File: src/rtl/exc_pkg.sv
package exc_pkg;
  localparam int BIT_I = 7;
  localparam int BIT_F = 6;
  localparam int BIT_T = 5;
  localparam int MODE_W = 5;
  localparam int NBANK = 5;

  localparam logic [MODE_W-1:0] MODE_USR = 5'b10000;
  localparam logic [MODE_W-1:0] MODE_FIQ = 5'b10001;
  localparam logic [MODE_W-1:0] MODE_IRQ = 5'b10010;
  localparam logic [MODE_W-1:0] MODE_SVC = 5'b10011;
  localparam logic [MODE_W-1:0] MODE_ABT = 5'b10111;
  localparam logic [MODE_W-1:0] MODE_UND = 5'b11011;
  localparam logic [MODE_W-1:0] MODE_SYS = 5'b11111;

  // bank strobe bit positions
  localparam int BANK_FIQ = 0;
  localparam int BANK_IRQ = 1;
  localparam int BANK_SVC = 2;
  localparam int BANK_ABT = 3;
  localparam int BANK_UND = 4;

  typedef enum logic [2:0] {
    K_NONE, K_RESET, K_DABT, K_FIQ, K_IRQ, K_PABT, K_UND, K_SWI
  } kind_e;

  typedef struct packed {
    logic rst_r;
    logic dabt;
    logic fiq;
    logic irq;
    logic pabt;
    logic swi;
    logic und;
  } req_t;
endpackage

File: src/rtl/exc_prio_sel.sv
module exc_prio_sel
  import exc_pkg::*;
(
  input  req_t  req,
  input  logic  mask_irq,
  input  logic  mask_fiq,
  output kind_e kind
);
  logic fiq_live, irq_live;

  assign fiq_live = req.fiq & ~mask_fiq;
  assign irq_live = req.irq & ~mask_irq;

  always_comb begin
    if (req.rst_r)      kind = K_RESET;
    else if (req.dabt)  kind = K_DABT;
    else if (fiq_live)  kind = K_FIQ;
    else if (irq_live)  kind = K_IRQ;
    else if (req.pabt)  kind = K_PABT;
    else if (req.und)   kind = K_UND;
    else if (req.swi)   kind = K_SWI;
    else                kind = K_NONE;
  end
endmodule

File: src/rtl/exc_target_map.sv
module exc_target_map
  import exc_pkg::*;
#(
  parameter int XLEN     = 32,
  parameter int NB       = NBANK,
  parameter logic [XLEN-1:0] VEC_BASE = '0
) (
  input  kind_e             kind,
  output logic              take,
  output logic [MODE_W-1:0] mode,
  output logic [XLEN-1:0]   vec,
  output logic              set_f,
  output logic [NB-1:0]     bank_oh
);
  localparam int IDX_W = $clog2(NB);

  logic [7:0]       off;
  logic [IDX_W-1:0] bank_idx;
  logic             has_bank;

  always_comb begin
    take     = 1'b1;
    has_bank = 1'b1;
    set_f    = 1'b0;
    mode     = MODE_SVC;
    off      = 8'h00;
    bank_idx = IDX_W'(BANK_SVC);
    unique case (kind)
      K_RESET: begin mode = MODE_SVC; off = 8'h00; set_f = 1'b1; has_bank = 1'b0; end
      K_DABT:  begin mode = MODE_ABT; off = 8'h10; bank_idx = IDX_W'(BANK_ABT); end
      K_FIQ:   begin mode = MODE_FIQ; off = 8'h1C; set_f = 1'b1; bank_idx = IDX_W'(BANK_FIQ); end
      K_IRQ:   begin mode = MODE_IRQ; off = 8'h18; bank_idx = IDX_W'(BANK_IRQ); end
      K_PABT:  begin mode = MODE_ABT; off = 8'h0C; bank_idx = IDX_W'(BANK_ABT); end
      K_UND:   begin mode = MODE_UND; off = 8'h04; bank_idx = IDX_W'(BANK_UND); end
      K_SWI:   begin mode = MODE_SVC; off = 8'h08; bank_idx = IDX_W'(BANK_SVC); end
      default: begin take = 1'b0; has_bank = 1'b0; end
    endcase
  end

  assign vec = VEC_BASE + XLEN'(off);

  for (genvar g = 0; g < NB; g++) begin : g_bank
    assign bank_oh[g] = has_bank && (bank_idx == IDX_W'(g));
  end
endmodule

File: src/rtl/exc_psr_build.sv
module exc_psr_build
  import exc_pkg::*;
#(
  parameter int XLEN = 32
) (
  input  logic [XLEN-1:0]   cur_psr,
  input  logic [MODE_W-1:0] mode,
  input  logic              set_f,
  output logic [XLEN-1:0]   new_psr
);
  always_comb begin
    new_psr               = cur_psr;
    new_psr[BIT_I]        = 1'b1;
    new_psr[BIT_F]        = cur_psr[BIT_F] | set_f;
    new_psr[BIT_T]        = 1'b0;
    new_psr[MODE_W-1:0]   = mode;
  end
endmodule

File: src/rtl/exc_entry_unit.sv
module exc_entry_unit
  import exc_pkg::*;
#(
  parameter int XLEN = 32,
  parameter int NB   = NBANK,
  parameter logic [XLEN-1:0] VEC_BASE = '0
) (
  input  logic              clk,
  input  logic              rst,
  input  logic              req_reset,
  input  logic              req_dabt,
  input  logic              req_fiq,
  input  logic              req_irq,
  input  logic              req_pabt,
  input  logic              req_swi,
  input  logic              req_und,
  input  logic [XLEN-1:0]   cur_psr,
  input  logic [XLEN-1:0]   cur_pc,
  output logic              entry_valid,
  output logic [MODE_W-1:0] new_mode,
  output logic [XLEN-1:0]   new_psr,
  output logic [XLEN-1:0]   saved_psr,
  output logic [XLEN-1:0]   link_addr,
  output logic [NB-1:0]     bank_we,
  output logic [XLEN-1:0]   vector_pc
);
  req_t              req;
  kind_e             kind;
  logic              take;
  logic [MODE_W-1:0] t_mode;
  logic [XLEN-1:0]   t_vec;
  logic              t_set_f;
  logic [NB-1:0]     t_bank;
  logic [XLEN-1:0]   t_psr;

  assign req = '{rst_r: req_reset, dabt: req_dabt, fiq: req_fiq, irq: req_irq,
                 pabt: req_pabt, swi: req_swi, und: req_und};

  exc_prio_sel u_sel (
    .req      (req),
    .mask_irq (cur_psr[BIT_I]),
    .mask_fiq (cur_psr[BIT_F]),
    .kind     (kind)
  );

  exc_target_map #(.XLEN(XLEN), .NB(NB), .VEC_BASE(VEC_BASE)) u_map (
    .kind    (kind),
    .take    (take),
    .mode    (t_mode),
    .vec     (t_vec),
    .set_f   (t_set_f),
    .bank_oh (t_bank)
  );

  exc_psr_build #(.XLEN(XLEN)) u_psr (
    .cur_psr (cur_psr),
    .mode    (t_mode),
    .set_f   (t_set_f),
    .new_psr (t_psr)
  );

  always_ff @(posedge clk) begin
    if (rst) begin
      entry_valid <= 1'b0;
      new_mode    <= '0;
      new_psr     <= '0;
      saved_psr   <= '0;
      link_addr   <= '0;
      bank_we     <= '0;
      vector_pc   <= '0;
    end else begin
      entry_valid <= take;
      bank_we     <= take ? t_bank : '0;
      if (take) begin
        new_mode  <= t_mode;
        new_psr   <= t_psr;
        saved_psr <= cur_psr;
        link_addr <= cur_pc;
        vector_pc <= t_vec;
      end
    end
  end


  irq_mask_chk: assert property (@(posedge clk) disable iff (rst)
    (kind == K_IRQ) |-> !cur_psr[BIT_I]);

  fiq_mask_chk: assert property (@(posedge clk) disable iff (rst)
    (kind == K_FIQ) |-> !cur_psr[BIT_F]);

  bank_onehot_chk: assert property (@(posedge clk) disable iff (rst)
    $onehot0(bank_we));

  bank_needs_valid_chk: assert property (@(posedge clk) disable iff (rst)
    (bank_we != '0) |-> entry_valid);

  reset_no_bank_chk: assert property (@(posedge clk) disable iff (rst)
    req_reset |=> (entry_valid && bank_we == '0 && vector_pc == VEC_BASE));

  entry_psr_chk: assert property (@(posedge clk) disable iff (rst)
    entry_valid |-> (new_psr[BIT_I] && !new_psr[BIT_T] && new_psr[MODE_W-1:0] == new_mode));

  idle_hold_chk: assert property (@(posedge clk) disable iff (rst)
    !take |=> (!entry_valid && $stable(vector_pc) && $stable(new_mode)));
endmodule

File: config.mk
export PLATFORM = sky130hd
export DESIGN_NAME = exc_entry_unit
export DESIGN_NICKNAME = d
export VERILOG_FILES = /design/src/rtl/exc_pkg.sv /design/src/rtl/exc_prio_sel.sv /design/src/rtl/exc_target_map.sv /design/src/rtl/exc_psr_build.sv /design/src/rtl/exc_entry_unit.sv
export SDC_FILE = /design/constraint.sdc
export NUM_CORES = 1
export LEC_CHECK = 0
export ABC_CLOCK_PERIOD_IN_PS = 2200
export BUFFER_PORTS_ARGS = -buffer_cell sky130_fd_sc_hd__buf_4
export CORE_MARGIN = 2
export CORE_UTILIZATION = 43
export DETAILED_ROUTE_END_ITERATION = 10
export PLACE_DENSITY = 0.8
export REMOVE_ABC_BUFFERS = 1
export SYNTH_ARGS = -nofsm -noshare
export SYNTH_HDL_FRONTEND = slang
export SYNTH_SLANG_ARGS = --single-unit
export TNS_END_PERCENT = 50
File: constraint.sdc
create_clock -name clk -period 2.2 [get_ports clk]
set_clock_uncertainty 0.1 [all_clocks]
set_input_delay 0.44 -clock clk [delete_from_list [all_inputs] [get_ports clk]]
set_output_delay 0.44 -clock clk [all_outputs]
set_load 0.1 [all_outputs]
==> flow_metrics.tcl <==
set metrics [dict create \
    hold_depth 3 \
    clock-root-buffer "clkbuf_8" \
    status "complete, no violations" \
    numCtsBuffers 9 \
    netlist_instances 424 \
    finalHoldViolCount 0 \
    nNetsFinal 630 \
    cts_sinks 79 \
    synth_compound_gate_area_share_pct 22.1 \
    drc 0 \
    antenna_found_initial 0 \
    cts.path.max_buffers 2 \
    dieWidth_microns 94.2 \
    clk_latency_ns 0.33 \
    ys_ff_latch 79 \
    cts_htree_levels 3 \
    fp.coreArea_sq_um 7810 \
    fin_crit_sh_pct 80.1 \
    post_dp_cell_area_sq_um 4610 \
    place_ws_ns 0.0990 \
    cts_resized 0 \
    grt_usage_pct 20.7 \
    worstReg2RegEnd "vector_pc[2]" \
    period_minus_slack_ns 1.76 \
    drv_slew 0 \
    r2r_cells 1 \
    gp_congestion 0.916 \
    hold_path_class "primary input to flip-flop" \
    crit_arrival_ns 1.85 \
    synthArstFlopShare_pct 0 \
    holdCritStartpoint "cur_psr[30]" \
    finish.utilization_pct 61.5 \
    post_drt_wl_per_cell_microns 14.4 \
    dpl.hpwl_mm 6.67 \
    p_leak_nw 2.11 \
    clk_pin_slew_ns 0.08 \
    max_freq_mhz 567 \
    avgSynthCellArea_sq_um 8.24 \
    rsz0062_at_grt "no" \
    synth_xor_area_share_pct 0 \
    io_pins 212 \
    drtIter0Drc 144 \
    cts_tree "done" \
    synth_commonest_cells "dfxtp_1 (79), a21oi_1 (66), nand3_1 (65), o21ai_0 (65), buf_4 (61)" \
    diodes 0 \
    end_kind "flip-flop" \
    synth_area_leaders "dfxtp_1 (45%), buf_4 (13%), a21oi_1 (9.4%), nand3_1 (9.3%), o21ai_0 (9.3%)" \
    cts_setup_buffers 0 \
    vias_per_cell 5.19 \
    die_h_microns 94.2 \
    ys_seq_area_share_pct 45.2 \
    power_density_nw_per_um2 858 \
    ir_worst_vdd_uv 452 \
    yosysWarnings 0 \
    synth-simple-area-share_pct 14.4 \
    synth_top_family_by_area "compound AO/OA/AOI/OAI gates" \
    yosys.area.top_type_share_pct 45.2 \
    critPathKind "primary input to flip-flop" \
    postRouteAntennaNets 0 \
    cp.required_ns 2.28 \
    max_cap_violations 0 \
    fillers 694 \
    setup_slack_ns 0.437 \
    synth_area_sq_um 3500 \
    grt_pass1_vias 3024 \
    final_area_sq_um 4800 \
    synthAdderAreaFrac_pct 0 \
    rrSetupSlack_ns 1.31 \
    hold_end "saved_psr[30]" \
    drive_gt1_share_pct 38.3 \
    start_util_pct 44.8 \
    synth.most_common_cell "dfxtp_1" \
    synth_top_area_cell "dfxtp_1" \
    crit_fanout 35 \
    grt_overflow 0 \
    dr.pass1.iters 4 \
    num_vias 3443 \
    area_growth_pct 37.4 \
    critPathLaunchType "primary input" \
    r2r-start "vector_pc[2]" \
    synth-edff-count 0 \
    drt-total-wl_mm 9.56 \
    rows 32 \
    cts_hold_buffers 0 \
    worstSetupStartpoint "req_und" \
    slew_headroom_pct 50.8 \
    setup_viol 0 \
    synth_mux_area_share_pct 0 \
    grt_max_degree 73 \
    fp.dieArea_sq_um 8870 \
    port_buffers 181 \
    ys.flop_type "dfxtp_1" \
    fin_total_pwr_mw 4.12 \
    yosysUniqueCellTypes 33 \
    setup_tns_ns 0 \
    worstMarginPinSlew_ns 0.739 \
    grt_pass1_wl_mm 14.6 \
]
==> cell families (layout without fill, tap and decap cells) <==
| kind of cell | Yosys count | after routing |
|---|---|---|
| AO/OA/AOI/OAI | 146 | 146 |
| buffers and inverters | 101 | 210 |
| AND/OR/NAND/NOR | 97 | 97 |
| flip-flops | 79 | 79 |
| other | 1 | 30 |
==> flip-flops by register name (all words and copies together), names as in the netlist <==
register     cells
new_mode         4
vector_pc        3
link_addr       32
entry_valid      1
saved_psr       31
new_psr          3
bank_we          5
==> power by group <==
group	switching, mW	internal (mW)	leakage (nW)	total [mW]
registers	0.0494	1.51	0.657	1.56
logic	1.22	0.281	1.35	1.50
clock network	0.507	0.552	0.106	1.06
==> routing by layer <==
metal	wire, microns	share of wire, %	global-route usage, %	up-vias
met4	209	2.2	8.09	0
met1	3790	40	25.7	1605
met5	0	0	0	-
met3	764	8.0	4.65	20
li1	-	-	-	1654
met2	4800	50	34.6	164
==> cell usage in the layout (no fill, tap or decap), drive strengths merged <==
cell type	Yosys	routed
nor4	1	1
o311ai	1	1
a2111oi	2	2
a31oi	2	2
inv	1	2
o311a	1	1
o21ai	68	68
or3	1	1
nand2b	3	3
buf	73	193
or2	1	1
clkinv	0	4
nor3	10	10
o21bai	1	1
nor2	7	7
conb	1	30
a211oi	2	2
clkbuf	27	10
bufinv	0	1
nor2b	3	3
o211ai	1	1
dfxtp	79	79
and2	1	1
a21oi	66	66
nand3	65	65
nand2	5	5
a41o	1	1
o31ai	1	1
==> critical path, stage by stage <==
cell	delay, ns
buf_4	0.11
or2_1	0.23
or3_2	0.48
buf_4	0.26
o21ai_0	0.22
a21oi_1	0.09
==> metrics by stage <==
step           hold WS (ns)  instances
6_report              0.276        664
3_3_place_gp          0.350        648
2_1_floorplan         0.409        353
3_5_place_dp          0.357        648
4_1_cts               0.253        664
5_1_grt               0.255        664
==> worst max path at each step <==
stage                     cells after the start  slack [ns]       endpoint
after floorplan                               4       -1.22     new_psr[6]
after global placement                        6        0.17  link_addr[23]
after detailed placement                      6         0.1   link_addr[3]
after CTS                                     6        0.46   link_addr[3]
after global routing                          6        0.35   link_addr[1]
final                                         6        0.44   link_addr[3]
==> final cells by class <==
class | instances | area (sq um) | area share (%)
Sequential cell | 79 | 1580 | 32.9
Inverter | 1 | 3.75 | 0.0782
Tap cell | 102 | 128 | 2.66
Clock inverter | 6 | 58.8 | 1.22
Timing Repair Buffer | 193 | 1490 | 31.0
Clock buffer | 10 | 138 | 2.87
Multi-Input combinational cell | 273 | 1410 | 29.3
(Power assumes the default switching activity.)
